### src/rtl/dual_issue_pkg.sv
package dual_issue_pkg;

  typedef enum logic [2:0] {
    CLS_MOV  = 3'd0,
    CLS_ALU  = 3'd1,
    CLS_ALUI = 3'd2,
    CLS_MUL  = 3'd3,
    CLS_SHF  = 3'd4,
    CLS_BR   = 3'd5,
    CLS_LDST = 3'd6,
    CLS_NOP  = 3'd7
  } insn_cls_e;

  typedef enum logic [1:0] {
    PIPE_SIMPLE  = 2'd0,
    PIPE_COMPLEX = 2'd1,
    PIPE_LSU     = 2'd2,
    PIPE_BR      = 2'd3
  } pipe_e;

  // ordered compatibility: older class first
  function automatic logic cls_pair_ok(insn_cls_e older, insn_cls_e younger);
    logic ok;
    ok = 1'b0;
    case (older)
      CLS_MOV:  ok = younger inside {CLS_MOV, CLS_ALU, CLS_ALUI, CLS_SHF, CLS_BR};
      CLS_ALU:  ok = younger inside {CLS_MOV, CLS_ALUI, CLS_BR};
      CLS_ALUI: ok = younger inside {CLS_MOV, CLS_ALU, CLS_ALUI, CLS_SHF, CLS_BR, CLS_LDST};
      CLS_MUL:  ok = (younger == CLS_BR);
      CLS_SHF:  ok = younger inside {CLS_ALUI, CLS_BR};
      CLS_BR:   ok = younger inside {CLS_MOV, CLS_ALU, CLS_ALUI, CLS_MUL, CLS_SHF, CLS_LDST};
      CLS_LDST: ok = younger inside {CLS_MOV, CLS_ALUI, CLS_BR};
      default:  ok = 1'b0;
    endcase
    return ok;
  endfunction

  function automatic logic needs_complex(insn_cls_e c);
    return (c == CLS_MUL) || (c == CLS_SHF);
  endfunction

  function automatic logic is_multi_cycle(insn_cls_e c);
    return (c == CLS_MUL) || (c == CLS_LDST);
  endfunction

endpackage

### src/rtl/di_pair_check.sv
module di_pair_check
  import dual_issue_pkg::*;
#(
  parameter int REG_AW   = 4,
  parameter int RD_PORTS = 3
) (
  input  insn_cls_e          cls0_i,
  input  insn_cls_e          cls1_i,
  input  logic [REG_AW-1:0]  rd0_i,
  input  logic               rd0_en_i,
  input  logic               rs1_0_en_i,
  input  logic               rs2_0_en_i,
  input  logic [REG_AW-1:0]  rd1_i,
  input  logic               rd1_en_i,
  input  logic [REG_AW-1:0]  rs1_1_i,
  input  logic               rs1_1_en_i,
  input  logic [REG_AW-1:0]  rs2_1_i,
  input  logic               rs2_1_en_i,
  output logic               pair_ok_o
);

  localparam int CntW = $clog2(RD_PORTS + 2) + 1;

  logic            raw_hit;
  logic            waw_hit;
  logic [CntW-1:0] reads;

  assign raw_hit = rd0_en_i && ((rs1_1_en_i && (rs1_1_i == rd0_i)) ||
                                (rs2_1_en_i && (rs2_1_i == rd0_i)));
  assign waw_hit = rd0_en_i && rd1_en_i && (rd0_i == rd1_i);
  assign reads   = CntW'(rs1_0_en_i) + CntW'(rs2_0_en_i) +
                   CntW'(rs1_1_en_i) + CntW'(rs2_1_en_i);

  assign pair_ok_o = cls_pair_ok(cls0_i, cls1_i) && !raw_hit && !waw_hit &&
                     (reads <= CntW'(RD_PORTS));

endmodule

### src/rtl/di_scoreboard.sv
module di_scoreboard #(
  parameter int NUM_REGS  = 16,
  parameter int MULTI_LAT = 3,
  parameter int REG_AW    = $clog2(NUM_REGS)
) (
  input  logic              clk_i,
  input  logic              rst_ni,
  input  logic [REG_AW-1:0] q0_rs1_i,
  input  logic              q0_rs1_en_i,
  input  logic [REG_AW-1:0] q0_rs2_i,
  input  logic              q0_rs2_en_i,
  input  logic [REG_AW-1:0] q0_rd_i,
  input  logic              q0_rd_en_i,
  input  logic [REG_AW-1:0] q1_rs1_i,
  input  logic              q1_rs1_en_i,
  input  logic [REG_AW-1:0] q1_rs2_i,
  input  logic              q1_rs2_en_i,
  input  logic [REG_AW-1:0] q1_rd_i,
  input  logic              q1_rd_en_i,
  input  logic              set0_i,
  input  logic [REG_AW-1:0] set0_rd_i,
  input  logic              set1_i,
  input  logic [REG_AW-1:0] set1_rd_i,
  output logic              block0_o,
  output logic              block1_o
);

  localparam int CW = (MULTI_LAT > 2) ? $clog2(MULTI_LAT) : 1;

  logic [CW-1:0]       cnt_q [NUM_REGS];
  logic [NUM_REGS-1:0] pend;

  for (genvar r = 0; r < NUM_REGS; r++) begin : g_reg
    logic load;
    assign load = (set0_i && (set0_rd_i == REG_AW'(r))) ||
                  (set1_i && (set1_rd_i == REG_AW'(r)));
    always_ff @(posedge clk_i or negedge rst_ni) begin
      if (!rst_ni)              cnt_q[r] <= '0;
      else if (load)            cnt_q[r] <= CW'(MULTI_LAT - 1);
      else if (cnt_q[r] != '0)  cnt_q[r] <= cnt_q[r] - 1'b1;
    end
    assign pend[r] = (cnt_q[r] != '0);
  end

  assign block0_o = (q0_rs1_en_i && pend[q0_rs1_i]) ||
                    (q0_rs2_en_i && pend[q0_rs2_i]) ||
                    (q0_rd_en_i  && pend[q0_rd_i]);
  assign block1_o = (q1_rs1_en_i && pend[q1_rs1_i]) ||
                    (q1_rs2_en_i && pend[q1_rs2_i]) ||
                    (q1_rd_en_i  && pend[q1_rd_i]);

endmodule

### src/rtl/di_steer.sv
module di_steer
  import dual_issue_pkg::*;
(
  input  insn_cls_e cls0_i,
  input  insn_cls_e cls1_i,
  input  logic      dual_i,
  output pipe_e     pipe0_o,
  output pipe_e     pipe1_o
);

  always_comb begin
    case (cls0_i)
      CLS_MUL, CLS_SHF: pipe0_o = PIPE_COMPLEX;
      CLS_LDST:         pipe0_o = PIPE_LSU;
      CLS_BR:           pipe0_o = PIPE_BR;
      CLS_NOP:          pipe0_o = PIPE_SIMPLE;
      default:          pipe0_o = (dual_i && needs_complex(cls1_i)) ? PIPE_SIMPLE
                                                                    : PIPE_COMPLEX;
    endcase
    case (cls1_i)
      CLS_MUL, CLS_SHF: pipe1_o = PIPE_COMPLEX;
      CLS_LDST:         pipe1_o = PIPE_LSU;
      CLS_BR:           pipe1_o = PIPE_BR;
      default:          pipe1_o = PIPE_SIMPLE;
    endcase
  end

endmodule

### src/rtl/dual_issue_stage.sv
module dual_issue_stage
  import dual_issue_pkg::*;
#(
  parameter int NUM_REGS  = 16,
  parameter int MULTI_LAT = 3,
  parameter int RD_PORTS  = 3,
  localparam int REG_AW   = $clog2(NUM_REGS)
) (
  input  logic              clk_i,
  input  logic              rst_ni,
  input  logic              s0_valid_i,
  input  logic [2:0]        s0_cls_i,
  input  logic [REG_AW-1:0] s0_rd_i,
  input  logic              s0_rd_en_i,
  input  logic [REG_AW-1:0] s0_rs1_i,
  input  logic              s0_rs1_en_i,
  input  logic [REG_AW-1:0] s0_rs2_i,
  input  logic              s0_rs2_en_i,
  input  logic              s1_valid_i,
  input  logic [2:0]        s1_cls_i,
  input  logic [REG_AW-1:0] s1_rd_i,
  input  logic              s1_rd_en_i,
  input  logic [REG_AW-1:0] s1_rs1_i,
  input  logic              s1_rs1_en_i,
  input  logic [REG_AW-1:0] s1_rs2_i,
  input  logic              s1_rs2_en_i,
  output logic              issue0_o,
  output logic              issue1_o,
  output logic [1:0]        pipe0_o,
  output logic [1:0]        pipe1_o,
  output logic [1:0]        issue_cnt_o
);

  insn_cls_e cls0, cls1;
  logic      pair_ok, block0, block1, set0, set1;
  pipe_e     pipe0, pipe1;

  assign cls0 = insn_cls_e'(s0_cls_i);
  assign cls1 = insn_cls_e'(s1_cls_i);

  di_pair_check #(.REG_AW(REG_AW), .RD_PORTS(RD_PORTS)) u_pair (
    .cls0_i(cls0), .cls1_i(cls1),
    .rd0_i(s0_rd_i), .rd0_en_i(s0_rd_en_i),
    .rs1_0_en_i(s0_rs1_en_i), .rs2_0_en_i(s0_rs2_en_i),
    .rd1_i(s1_rd_i), .rd1_en_i(s1_rd_en_i),
    .rs1_1_i(s1_rs1_i), .rs1_1_en_i(s1_rs1_en_i),
    .rs2_1_i(s1_rs2_i), .rs2_1_en_i(s1_rs2_en_i),
    .pair_ok_o(pair_ok)
  );

  di_scoreboard #(.NUM_REGS(NUM_REGS), .MULTI_LAT(MULTI_LAT), .REG_AW(REG_AW)) u_sb (
    .clk_i(clk_i), .rst_ni(rst_ni),
    .q0_rs1_i(s0_rs1_i), .q0_rs1_en_i(s0_rs1_en_i),
    .q0_rs2_i(s0_rs2_i), .q0_rs2_en_i(s0_rs2_en_i),
    .q0_rd_i(s0_rd_i),   .q0_rd_en_i(s0_rd_en_i),
    .q1_rs1_i(s1_rs1_i), .q1_rs1_en_i(s1_rs1_en_i),
    .q1_rs2_i(s1_rs2_i), .q1_rs2_en_i(s1_rs2_en_i),
    .q1_rd_i(s1_rd_i),   .q1_rd_en_i(s1_rd_en_i),
    .set0_i(set0), .set0_rd_i(s0_rd_i),
    .set1_i(set1), .set1_rd_i(s1_rd_i),
    .block0_o(block0), .block1_o(block1)
  );

  assign issue0_o = s0_valid_i && !block0;
  assign issue1_o = issue0_o && s1_valid_i && pair_ok && !block1;
  assign issue_cnt_o = issue1_o ? 2'd2 : (issue0_o ? 2'd1 : 2'd0);

  assign set0 = issue0_o && s0_rd_en_i && is_multi_cycle(cls0);
  assign set1 = issue1_o && s1_rd_en_i && is_multi_cycle(cls1);

  di_steer u_steer (
    .cls0_i(cls0), .cls1_i(cls1), .dual_i(issue1_o),
    .pipe0_o(pipe0), .pipe1_o(pipe1)
  );

  assign pipe0_o = pipe0;
  assign pipe1_o = pipe1;

  assert_in_order_R7: assert property (@(posedge clk_i) disable iff (!rst_ni)
    issue1_o |-> issue0_o);

  assert_no_valid_R2: assert property (@(posedge clk_i) disable iff (!rst_ni)
    !s0_valid_i |-> (issue_cnt_o == 2'd0));

  assert_no_raw_pair_R3: assert property (@(posedge clk_i) disable iff (!rst_ni)
    issue1_o |-> !(s0_rd_en_i && ((s1_rs1_en_i && s1_rs1_i == s0_rd_i) ||
                                  (s1_rs2_en_i && s1_rs2_i == s0_rd_i))));

  assert_rd_ports_R4: assert property (@(posedge clk_i) disable iff (!rst_ni)
    issue1_o |-> ($countones({s0_rs1_en_i, s0_rs2_en_i, s1_rs1_en_i, s1_rs2_en_i})
                  <= RD_PORTS));

  assert_nop_solo_R6: assert property (@(posedge clk_i) disable iff (!rst_ni)
    issue1_o |-> (s0_cls_i != 3'd7 && s1_cls_i != 3'd7));

  assert_pipes_distinct_R8: assert property (@(posedge clk_i) disable iff (!rst_ni)
    issue1_o |-> (pipe0_o != pipe1_o));

  assert_complex_alu_R8: assert property (@(posedge clk_i) disable iff (!rst_ni)
    (issue0_o && (s0_cls_i == 3'd3 || s0_cls_i == 3'd4)) |-> (pipe0_o == 2'd1));

  assert_sb_hold_R9: assert property (@(posedge clk_i) disable iff (!rst_ni)
    (issue0_o && s0_cls_i == 3'd3 && s0_rd_en_i) |=>
      !(issue0_o && s0_rs1_en_i && s0_rs1_i == $past(s0_rd_i)));

endmodule

### config.mk
export PLATFORM = sky130hd
export DESIGN_NAME = dual_issue_stage
export DESIGN_NICKNAME = d
export VERILOG_FILES = /design/src/rtl/dual_issue_pkg.sv /design/src/rtl/di_pair_check.sv /design/src/rtl/di_scoreboard.sv /design/src/rtl/di_steer.sv /design/src/rtl/dual_issue_stage.sv
export SDC_FILE = /design/constraint.sdc
export NUM_CORES = 1
export LEC_CHECK = 0
export BUFFER_PORTS_ARGS = -buffer_cell sky130_fd_sc_hd__buf_2
export CAP_MARGIN = 20
export CELL_PAD_IN_SITES_DETAIL_PLACEMENT = 0
export CELL_PAD_IN_SITES_GLOBAL_PLACEMENT = 1
export CORE_MARGIN = 2
export CORE_UTILIZATION = 40
export CTS_BUF_LIST = sky130_fd_sc_hd__clkbuf_4
export CTS_CLUSTER_SIZE = 40
export DETAILED_ROUTE_END_ITERATION = 16
export PLACE_DENSITY_LB_ADDON = 0.1
export SLEW_MARGIN = 20
export SYNTH_ARGS = -nofsm -noshare
export SYNTH_HDL_FRONTEND = slang
export SYNTH_SLANG_ARGS = --single-unit
### constraint.sdc
create_clock -name clk_i -period 2.35 [get_ports clk_i]
set_input_delay 0.3525 -clock clk_i [delete_from_list [all_inputs] [get_ports clk_i]]
set_output_delay 0.3525 -clock clk_i [all_outputs]
set_load 0.02 [all_outputs]
* Word-level counts from Yosys, hierarchy flattened
Index checks and enable logic that the tools add are counted.
** Word-level totals
- Register bits after elaboration :: 32
- Word-level logic and storage cells :: 265
** Cells by class
- $add $sub $neg :: 19
- $lt $le $gt $ge :: 7
- Equal/unequal tests :: 46
- Muxes and demuxes :: 50
- Reduce and logical (&&, ||, !) cells :: 127
** Operator list (number)
- $mux W2 :: 33
- $reduce_bool A2 Y1 :: 33
- $eq A4 B4 Y1 const B :: 16
- $logic_and A1 B1 Y1 :: 55
- $eq A4 B3 Y1 const B :: 8
- $sub A2 B1 Y2 const B :: 16
- $lt A4 B5 Y1 const B :: 6
- $bmux W1 S4 :: 6
- $logic_or A1 B1 Y1 :: 24
- $eq A3 B3 Y1 const B :: 7
- $eq A4 B2 Y1 const B :: 4
- $eq A3 B2 Y1 const B :: 4
- $eq A4 B4 Y1 :: 3
- $reduce_bool A6 Y1 :: 2
- $add A4 B1 Y4 :: 2
- $eq A4 B1 Y1 const B :: 2
- $logic_not A4 Y1 :: 2
- $mux W1 :: 8
- $pmux W2 S4 :: 1
- $eq A3 B1 Y1 const B :: 2
- $logic_not A3 Y1 :: 2
- $pmux W1 S6 :: 1
- $pmux W2 S3 :: 1
- $reduce_or A2 Y1 :: 3
- other kinds (5) :: 8

* Depth between registers and ports, before layout
Gate-level depths: netlist of run 1.
- Word-level depth :: 16
- Depth in mapped cells :: 10
- Gate-level depth less buffers :: 8

* By module
Synthesis of run 1 repeated with hierarchy kept, for this count alone.
** Second synthesis, totals
- Cells, all modules :: 318
- Area, all modules :: 3088.0 um2
** Modules (own cells, without submodules)
- di_scoreboard :: instances 1, cells each 261, area an instance 2673.8 um2, seq. area each 800.8 um2
- di_pair_check :: instances 1, cells each 34, area an instance 237.7 um2, seq. area each 0.0 um2
- dual_issue_stage :: instances 1, cells each 12, area an instance 100.1 um2, seq. area each 0.0 um2
- di_steer :: instances 1, cells each 11, area an instance 76.3 um2, seq. area each 0.0 um2

* Worst setup path after synthesis of run 1
No wires, ideal clock.
- Kind :: input -> output
- Start :: in s1_rd_i[0]
- End :: out pipe0_o[0]
- Arrival :: 2.430 ns
- Required time :: 1.997 ns
- Setup slack :: -0.432 ns
- Stages on the path :: 8
- Buffers on the path :: 2
- Path through :: clkbuf_1 > mux4_2 > mux2_2 > nor3b_1 > a31oi_1 > and4b_1 > clkbuf_1 > a22oi_1
** Between the ends
- Longest elaborated chain between the ends :: 10
- Elaborated cells on any way between the ends :: 15
** RTL lines
- start, declared :: RTL line dual_issue_stage.sv:21 : input logic [REG_AW-1:0] s1_rd_i,
- branches (longest 6 deep; another with $bmux W1 S4)
- $logic_and A1 B1 Y1 (*) :: RTL line dual_issue_stage.sv:65 : assign issue1_o = issue0_o && s1_valid_i && pair_ok && !block1;
- $logic_and A1 B1 Y1 (*) :: RTL line di_steer.sv:17 : default: pipe0_o = (dual_i && needs_complex(cls1_i)) ? PIPE_SIMPLE
- $mux W1 (*) :: RTL line di_steer.sv:17
- $pmux W2 S4 (*) :: RTL line di_steer.sv:12 : case (cls0_i)
- end, declared :: RTL line dual_issue_stage.sv:29 : output logic [1:0] pipe0_o,
Mark *: on every way between the ends. The select of a mux whose other input is x is not followed.

* Worst setup path in the final report of run 1
- Start :: reg u_sb.cnt_q[13] in the netlist's numbering
- End :: out issue_cnt_o[0]
** Between the ends
- Longest elaborated chain between the ends :: 12
- Elaborated cells on any way between the ends :: 31
** RTL lines
- start, declared :: RTL line di_scoreboard.sv:30 : logic [CW-1:0] cnt_q [NUM_REGS];
- start signal, assigned by index :: RTL line di_scoreboard.sv:39 : else if (load) cnt_q[r] <= CW'(MULTI_LAT - 1);
- $reduce_bool A2 Y1 (*) :: RTL line di_scoreboard.sv:42 : assign pend[r] = (cnt_q[r] != '0);
- $bmux W1 S4 (on tied branches) :: RTL line di_scoreboard.sv:45, di_scoreboard.sv:46
- $mux W1 (on tied branches) :: RTL line di_scoreboard.sv:45, di_scoreboard.sv:46
- $logic_and A1 B1 Y1 (on tied branches) :: RTL line di_scoreboard.sv:45, di_scoreboard.sv:46
- $logic_or A1 B1 Y1 :: RTL line di_scoreboard.sv:45 : assign block0_o = (q0_rs1_en_i && pend[q0_rs1_i]) ||
- $logic_or A1 B1 Y1 :: RTL line di_scoreboard.sv:46 : (q0_rs2_en_i && pend[q0_rs2_i]) ||
- $logic_not A1 Y1 :: RTL line dual_issue_stage.sv:64 : assign issue0_o = s0_valid_i && !block0;
- $logic_and A1 B1 Y1 :: RTL line dual_issue_stage.sv:64
- $logic_and A1 B1 Y1 (3 in a row) :: RTL line dual_issue_stage.sv:65
- $mux W2 (*) :: RTL line dual_issue_stage.sv:66 : assign issue_cnt_o = issue1_o ? 2'd2 : (issue0_o ? 2'd1 : 2'd0);
- end, declared :: RTL line dual_issue_stage.sv:31 : output logic [1:0] issue_cnt_o
Mark *: on every way between the ends. The rest lies on a longest branch, timed or not. The select of a mux whose other input is x is not followed.

==> flow_summary.json, run 1 <==
{
  "fp.dieH_um": 97.4,
  "die_x_um": 97.4,
  "yosys-top-cells-area": "dfrtp_1 (23%), mux4_2 (12%), o41ai_1 (7.0%)",
  "hold_path_class": "in2async",
  "drv_cap": 0,
  "antenna_found_initial": 0,
  "cp-start-kind": "flip-flop",
  "design.core.area_mm2": 0.00859,
  "area_growth_pct": 58.2,
  "grt_start_max_net_pins": 33,
  "setup.worst_path.class": "reg2out",
  "vias": 3641,
  "crit_required_ns": 2.00,
  "largest_register": "u_sb.cnt_q",
  "vias_per_cell": 5.89,
  "cellPowerDensity_mw_per_mm2": 1220,
  "fin_cells": 618,
  "drive_above_1_share": 0.522,
  "clock-root-buffer": "clkbuf_4",
  "wl_per_cell_um": 21.6,
  "io_pins": 48,
  "grt_setup_unrepaired": "yes",
  "synth_nets": 457,
  "drtPass1Iterations": 4,
  "synth_flop_cell": "dfrtp_1",
  "worst_pin_slew_ns": 0.784,
  "worstPathArrival_ns": 2.62,
  "drt_iter0_markers": 177,
  "cts_max_level": 2,
  "top_regs": "u_sb.cnt_q (32)",
  "largest_reg_flops": 32,
  "status": "finished with violations",
  "placementRows": 34,
  "critPathMaxFanout": 3,
  "dieArea_mm2": 0.00948,
  "syn_area_mm2": 0.00349,
  "grt_pass1_wl_um": 20000,
  "layout.nets": 567,
  "cts_tree": "built",
  "cts_buffer_depth": 2,
  "worst_r2r_path_depth": 11,
  "dpl.cell_count": 577,
  "drtAntennaViolNets": 0,
  "synth_cell_type_count": 44,
  "start_util": 0.406,
  "r2r-start": "u_sb.cnt_q[13]",
  "synth-async-reset-ratio": 1.00,
  "port-buffer-count": 47,
  "insertion_delay_ns": 0.35,
  "fin_util": 0.642,
  "finalHoldViolations": 0,
  "fin_crit_sh": 1.26,
  "period_needed_ns": 2.97,
  "remaining_drc_errors": 0,
  "violations": "negative setup slack",
  "grt_pass1_vias": 3750,
  "groute.usage.overall": 0.266,
  "ys.warnings.count": 0,
  "finalWorstSetupSlack_ns": -0.619,
  "skew_ns": 0.0103,
  "hpwlAfterDp_um": 8910,
  "place_congestion": 0.896,
  "yosysSeqAreaShare": 0.230,
  "peakVddDrop_uv": 716,
  "fillers": 685,
  "synth-edff-count": 0,
  "syn_inst": 399,
  "yosysTopAreaCellShare": 0.230,
  "end_kind": "primary output",
  "synth-seq-cells": 32,
  "cp-startpoint": "u_sb.cnt_q[13]",
  "clk_pin_slew_ns": 0.11,
  "clock.fmax_mhz": 337,
  "setup_violations": 37,
  "grt_remaining_overflow": 0,
  "p_leak_nw": 2.61,
  "synth_top_area_cell": "dfrtp_1",
  "cts_made_buffers": 5,
  "diodes": 0,
  "routed_wl_um": 13300,
  "slew_headroom": 0.477,
  "syn_area_per_cell_um2": 8.74,
  "slew_viol_final": 0,
  "cts.sinks": 32
}
==> Yosys cell counts, types with 2 or more instances <==
library cell  count
a21o_1           15
a21oi_1          31
a31oi_1           4
a32oi_1           3
buf_1             5
buf_2            18
buf_4             3
clkbuf_1         20
clkbuf_2          6
dfrtp_1          32
ha_1             18
inv_1            37
mux2_2            2
mux2i_1          21
mux4_2           18
nand2_1           9
nand2b_1          9
nand3_1           9
nand3b_1          3
nand4_1           4
nor2_1           21
nor2b_1           2
nor3_1            4
nor4_1           14
o211ai_1          3
o21a_1            6
o21ai_1           2
o41ai_1          28
or2_2             4
or3_1             3
or4_1             2
xnor2_1          20
xor2_1           12
==> power breakdown <==
| part | switching (W) | leakage [nW] | internal [W] |
|---|---|---|---|
| combinational | 0.00238 | 2.20 | 0.00301 |
| clock | 0.000214 | 0.0324 | 0.000110 |
| sequential | 0.000155 | 0.378 | 0.000865 |
==> cell families (layout without fill, tap and decap cells) <==
group,Yosys count,after routing,share of synthesized area
AO/OA/AOI/OAI,99,99,0.199
buffers and inverters,89,200,0.108
AND/OR/NAND/NOR,88,88,0.136
multiplexers,41,41,0.183
XOR/XNOR,32,32,0.0803
flip-flops,32,32,0.230
adder cells (fa/ha/maj),18,18,0.0646
==> per-layer routing <==
metal,GRT usage,part of all wire,up-vias
met5,0,0,-
met4,0.135,0.066,0
met3,0.0367,0.052,54
met2,0.463,0.50,116
met1,0.321,0.38,1777
li1,-,-,1694
==> cells in the final DEF (no fill, tap or decap), types with 12 or more instances in the layout <==
master	count
a21o_1	15
a21oi_1	27
buf_2	43
buf_4	76
buf_6	20
dfrtp_1	32
inv_1	30
mux2i_1	21
mux4_2	18
nor2_1	19
nor4_4	14
o41ai_2	15
o41ai_4	13
xnor2_1	20
xor2_1	12
==> layout make-up <==
class                           count  area (um2)  area share
Timing Repair Buffer              155        1330       0.240
Sequential cell                    32         801       0.145
Clock inverter                      3        13.8     0.00249
Clock buffer                        5        37.5     0.00680
Inverter                           37         139      0.0252
Tap cell                          108         135      0.0245
Multi-Input combinational cell    278        3070       0.556
==> path summary, 6_finish.rpt <==
| check | end | slack [ns] |
|---|---|---|
| min reg2reg | u_sb.cnt_q[21] | 0.58 |
| max | issue_cnt_o[0] | -0.62 |
| min | u_sb.cnt_q[14] | 0.07 |
| min in group clk_i | u_sb.cnt_q[3] | 0.58 |
| max in group asynchronous | u_sb.cnt_q[11] | 1.80 |
| max reg2reg | u_sb.cnt_q[2] | -0.48 |
==> per-stage QoR <==
step / TNS (ns) / total power, W / setup slack, ns / hold slack (ns) / instance area [um2]
after floorplan: -0.647 / 0.00377 / -0.269 / 0.0569 / 3750
after global placement: -12.18 / 0.00479 / -0.376 / 0.471 / 4350
after detailed placement: -14.60 / 0.00484 / -0.478 / 0.475 / 4350
after CTS: -14.90 / 0.00620 / -0.591 / 0.0945 / 5250
after global routing: -17.85 / 0.00725 / -0.737 / 0.108 / 5520
final: -13.08 / 0.00673 / -0.619 / 0.0653 / 5520
==> worst max-delay path, cell delays in order, from the launching register on <==
cell and delay, ns:
dfrtp_1 0.39, inv_1 0.06, ha_2 0.20, buf_6 0.12
mux4_2 0.44, mux2_4 0.29, nand2_2 0.06, nand3_2 0.09
and4b_2 0.30, buf_6 0.13, nor2_4 0.07, buf_6 0.12
==> what timing repair did <==
item                                    CTS  global route
gates resized for setup                 101            39
hold buffers                              0             0
endpoints found under the setup margin   37            37
gates cloned                              3             3
pin swaps                                65            25
buffers inserted                         22            11
Note: power is estimated with default switching activity, not from simulation.
==> inputs of run 2 (changes only) <==
Settings changed: CTS_BUF_LIST sky130_fd_sc_hd__clkbuf_4 to unset, MAX_ROUTING_LAYER set to met4, SYNTH_HIERARCHICAL set to 1.
==> run 2 against run 1 <==
The flow still finishes with violations (negative setup slack). Critical endpoint is now pipe0_o[0]. Critical path type unchanged. Flip-flop and latch count did not move. Largest cell class unchanged. Hold slack improved by 0.063 ns. Clock power rose by 64%. Via count fell by 20%.
==> flow_summary.json, run 2 <==
{
  "end_kind": "primary output",
  "yosysSeqAreaShare": 0.259,
  "synth_nets": 375,
  "skew_ns": 0.00794,
  "dpl.cell_count": 521,
  "cts_buffer_depth": 2,
  "drive_above_1_share": 0.568,
  "dieArea_mm2": 0.00844,
  "grt_pass1_vias": 2960,
  "wl_per_cell_um": 16.1,
  "routed_wl_um": 8990,
  "grt_pass1_wl_um": 14600,
  "status": "finished with violations",
  "clk_pin_slew_ns": 0.07,
  "groute.usage.overall": 0.226,
  "syn_area_mm2": 0.00309,
  "start_util": 0.406,
  "fin_util": 0.626,
  "critPathMaxFanout": 4,
  "yosysMostFrequentCell": "inv_1",
  "grt_remaining_overflow": 0,
  "clock-root-buffer": "clkbuf_8",
  "p_leak_nw": 2.19,
  "r2r-start": "u_sb/cnt_q[16]",
  "drt_iter0_markers": 184,
  "io_pins": 48,
  "peakVddDrop_uv": 674,
  "largest_reg_flops": 32,
  "top_regs": "u_sb/cnt_q (32)",
  "hold_path_class": "in2async",
  "diodes": 0,
  "synth_cell_type_count": 46,
  "grt_setup_unrepaired": "yes",
  "yosysTopAreaCellShare": 0.259,
  "post-place-ws_ns": -0.565,
  "worst_pin_slew_ns": 0.757,
  "holdBufCountCts": 0,
  "ys.warnings.count": 6,
  "cts_made_buffers": 5,
  "period_needed_ns": 2.98,
  "drtAntennaViolNets": 0,
  "synth-edff-count": 0,
  "cellPowerDensity_mw_per_mm2": 1140,
  "place_congestion": 0.900,
  "insertion_delay_ns": 0.29,
  "remaining_drc_errors": 0,
  "final_cell_mix": "buf_4 (94), buf_2 (42), nor2_1 (32), dfrtp_1 (32), xor2_1 (25)",
  "synth_top_area_cell": "dfrtp_1",
  "total_power_w": 0.00542,
  "vias_per_cell": 5.25,
  "fin_cells": 558,
  "drtPass1Iterations": 4,
  "slew_headroom": 0.495,
  "clock.fmax_mhz": 336,
  "layout.nets": 512,
  "synth_flop_cell": "dfrtp_1",
  "yosys-top-cells-area": "dfrtp_1 (26%), mux4_2 (8.8%), mux4_1 (8.5%)",
  "crit_required_ns": 2.00,
  "design.core.area_mm2": 0.00761,
  "finalHoldViolations": 0,
  "fp.dieH_um": 91.9,
  "worstPathArrival_ns": 2.63,
  "grt_start_max_net_pins": 33,
  "syn_inst": 318,
  "cts_tree": "built",
  "cp-startpoint": "u_sb/cnt_q[1]",
  "synth-async-reset-ratio": 1.00,
  "fin_crit_sh": 1.27,
  "violations": "negative setup slack",
  "cts_max_level": 2,
  "hpwlAfterDp_um": 6470,
  "largest_register": "u_sb/cnt_q",
  "final_common_cell": "buf_4",
  "drv_cap": 0,
  "syn_area_per_cell_um2": 9.71,
  "synth-seq-cells": 32,
  "cp-start-kind": "flip-flop",
  "finalWorstSetupSlack_ns": -0.629,
  "setup_violations": 37,
  "vias": 2928,
  "die_x_um": 91.9,
  "synth_commonest_cells": "inv_1 (39), nor2_1 (35), dfrtp_1 (32)",
  "slew_viol_final": 0,
  "cts.sinks": 32,
  "placementRows": 32,
  "antenna_found_initial": 0,
  "port-buffer-count": 47,
  "area_growth_pct": 54.2,
  "setup.worst_path.class": "reg2out"
}
run 2: cell count changes after synthesis, moves of 12 or more:
cell | previous run | this run
a21oi_1 | 31 | 3
o41ai_1 | 28 | 0
buf_2 | 18 | 1
clkbuf_1 | 20 | 4
a21o_1 | 15 | 0
mux2i_1 | 21 | 6
nor2_1 | 21 | 35
a211o_1 | 0 | 13
o22ai_1 | 1 | 14
xnor2_1 | 20 | 7
xor2_1 | 12 | 25
nor4_1 | 14 | 2
run 2: repair_timing:
item,4_1_cts,5_1_grt
gates resized for setup,85,9
cloned,0,0
endpoints found under the setup margin,37,37
setup buffers,25,8
pin swaps,17,12
run 2: area by class of cell:
cell class / count / area (um2)
Sequential cell: 32 / 801
Tap cell: 102 / 128
Clock inverter: 2 / 35.0
Multi-Input combinational cell: 228 / 2510
Fill cell: 631 / 2850
Clock buffer: 6 / 72.6
Timing Repair Buffer: 149 / 1070
Inverter: 39 / 146
run 2: logic make-up after synthesis:
family	after synthesis	synth area share
xor gates and xnor gates	32	0.0908
adders and majority gates	17	0.0713
AOI/OAI and AO/OA	56	0.131
buffers and inverters	58	0.0831
muxes	34	0.214
DFF	32	0.259
and+or+nand+nor	89	0.150
run 2: worst paths after layout:
kind | cells after the start | endpoint | slack [ns]
worst max-delay path | 13 | pipe0_o[0] | -0.63
worst min-delay path | 1 | u_sb/cnt_q[13] | 0.13
worst max register to register | 14 | u_sb/cnt_q[1] | -0.61
worst min register to register | 1 | u_sb/cnt_q[11] | 0.49
max in group asynchronous | 1 | u_sb/cnt_q[10] | 1.73
min in group clk_i | 1 | u_sb/cnt_q[11] | 0.49
run 2: through the flow:
step           hold slack (ns)  TNS, ns  area (um2)
4_1_cts                  0.165   -17.37        4690
2_1_floorplan           0.0569    -5.48        3280
5_1_grt                  0.191   -21.82        4760
3_5_place_dp             0.475   -15.48        3990
3_3_place_gp             0.464   -13.92        3990
6_report                 0.128   -17.94        4760
run 2: critical path: stages (launching register included):
cell and delay (ns):
dfrtp_1 0.35, inv_1 0.07, ha_4 0.17, mux4_2 0.47
mux4_2 0.47, nand2b_4 0.15, nand3_2 0.05, nand3b_4 0.13
buf_6 0.10, nor2_4 0.03, inv_2 0.04, a211oi_2 0.03
a22oi_2 0.11, buf_4 0.16
run 2: metal layers:
metal | routed length, um | vias to the layer above | track usage
li1 | - | 1412 | -
met1 | 3950 | 1416 | 0.281
met4 | 150 | 0 | 0.0410
met2 | 4480 | 87 | 0.402
met5 | 0 | - | -
met3 | 412 | 13 | 0.0263
run 2: power breakdown:
part | internal, W | switching (W)
Sequential | 0.000868 | 0.000166
Clock | 0.000315 | 0.000216
Combinational | 0.00227 | 0.00158
==> inputs of run 3 (changes only) <==
Settings changed: SKIP_CTS_REPAIR_TIMING set to 1.
==> run 3 against run 2 <==
The flow still finishes with violations (negative setup slack). Clock power about the same. Sequential power about the same. Register-to-register slack got worse by 0.03 ns. Clock-buffer cell count unchanged. First-iteration DRC count decreased by 42%. Power decreased by 3.1%. Die area unchanged. Final area decreased by 3.2%. Flip-flop and latch count unchanged. Critical endpoint unchanged.
==> flow_summary.json, run 3 (synthesized netlist as in run 2, its figures left out) <==
{
  "clock-root-buffer": "clkbuf_8",
  "cellPowerDensity_mw_per_mm2": 1140,
  "slew_headroom": 0.505,
  "final_cell_mix": "buf_4 (95), buf_2 (43), nor2_1 (33)",
  "layout.nets": 506,
  "diodes": 0,
  "crit_required_ns": 2.00,
  "clock.fmax_mhz": 334,
  "status": "finished with violations",
  "port-buffer-count": 47,
  "peakVddDrop_uv": 769,
  "grt_remaining_overflow": 0,
  "finalWorstSetupSlack_ns": -0.648,
  "vias_per_cell": 5.28,
  "cts_made_buffers": 5,
  "design.core.area_mm2": 0.00761,
  "grt_use_met2": 0.355,
  "die_x_um": 91.9,
  "use_met1": 0.275,
  "critPathMaxFanout": 7,
  "grt_busiest_layer": "met2",
  "drtPass1Iterations": 4,
  "io_pins": 48,
  "drv_cap": 0,
  "hold_ws_ns": 0.120,
  "period_needed_ns": 3.00,
  "clk_pin_slew_ns": 0.07,
  "top_regs": "u_sb/cnt_q (32)",
  "end_kind": "primary output",
  "largest_register": "u_sb/cnt_q",
  "remaining_drc_errors": 0,
  "vias": 2914,
  "drt_iter0_markers": 107,
  "cts_buffer_depth": 2,
  "cp_num_buf_inv": 4,
  "cp-start-kind": "flip-flop",
  "cts_tree": "built",
  "grt_pass1_vias": 2721,
  "start_util": 0.406,
  "cts.sinks": 32,
  "final_common_cell": "buf_4",
  "antenna_found_initial": 0,
  "violations": "negative setup slack",
  "setup.worst_path.class": "reg2out",
  "hold_path_class": "in2async",
  "finalHoldViolations": 0,
  "gr-usage-met3": 0.0238,
  "groute.usage.overall": 0.209,
  "worstPathArrival_ns": 2.65,
  "cp-startpoint": "u_sb/cnt_q[28]",
  "hpwlAfterDp_um": 6470,
  "fin_crit_sh": 1.28,
  "cts_max_level": 2,
  "slew_viol_final": 0,
  "skew_ns": 0.00668,
  "placementRows": 32,
  "grt_start_max_net_pins": 33,
  "dieArea_mm2": 0.00844,
  "post-place-ws_ns": -0.565,
  "fillers": 665,
  "routed_wl_um": 8800,
  "r2r-start": "u_sb/cnt_q[28]",
  "fp.dieH_um": 91.9,
  "worst_pin_slew_ns": 0.743,
  "crit_slowest_cell": "mux4_1",
  "area_growth_pct": 49.3,
  "crit_chain": "inv_1, ha_4, mux4_1, mux4_2, nand2b_4, nand3_2, nand3b_4, buf_6, nor2_4, inv_2, a211oi_2, a22oi_2, buf_4",
  "largest_reg_flops": 32,
  "p_leak_nw": 2.17,
  "crit_family": "multiplexers",
  "place_congestion": 0.900,
  "insertion_delay_ns": 0.29,
  "grt_pass1_wl_um": 13500,
  "drive_above_1_share": 0.533,
  "wl_per_cell_um": 15.9,
  "grt_setup_unrepaired": "yes",
  "max_stage_delay_ns": 0.49,
  "setup_violations": 37,
  "drtAntennaViolNets": 0
}
==> run 3: power breakdown <==
part | switching [W] | leakage (nW) | total [W] | internal, W
combinational | 0.00153 | 1.74 | 0.00370 | 0.00217
sequential | 0.000152 | 0.378 | 0.00102 | 0.000868
clock | 0.000216 | 0.0552 | 0.000531 | 0.000315
total | 0.00190 | 2.17 | 0.00525 | 0.00335
==> run 3: final timing paths <==
check	to	slack (ns)	depth (start not counted)
setup reg to reg	u_sb/cnt_q[13]	-0.64	14
hold / removal	u_sb/cnt_q[12]	0.12	1
max in group asynchronous	u_sb/cnt_q[10]	1.74	1
setup / recovery	pipe0_o[0]	-0.65	13
hold reg to reg	u_sb/cnt_q[11]	0.49	1
min in group clk_i	u_sb/cnt_q[11]	0.49	1
==> run 3: area by class of cell <==
type / instances / area, um2 / area share
Multi-Input combinational cell: 228 / 2440 / 0.530
Timing Repair Buffer: 143 / 985 / 0.214
Sequential cell: 32 / 801 / 0.174
Inverter: 39 / 146 / 0.0318
Tap cell: 102 / 128 / 0.0277
Clock buffer: 6 / 72.6 / 0.0157
Clock inverter: 2 / 35.0 / 0.00760
==> run 3: layer usage <==
| metal | share of wire | wire, um |
|---|---|---|
| met5 | 0 | 0 |
| met4 | 0.011 | 101 |
| met3 | 0.039 | 343 |
| met2 | 0.50 | 4400 |
| met1 | 0.45 | 3950 |
==> run 3: per-stage QoR <==
step	power [W]	instances	utilization	cell area (um2)	setup TNS, ns
finish	0.00525	552	0.606	4610	-16.93
global route	0.00570	552	0.606	4610	-20.97
CTS	0.00462	529	0.538	4100	-17.25
detailed placement	0.00406	521	0.524	3990	-15.48
global placement	0.00398	521	0.524	3990	-13.92
floorplan	0.00313	318	-	3280	-5.48
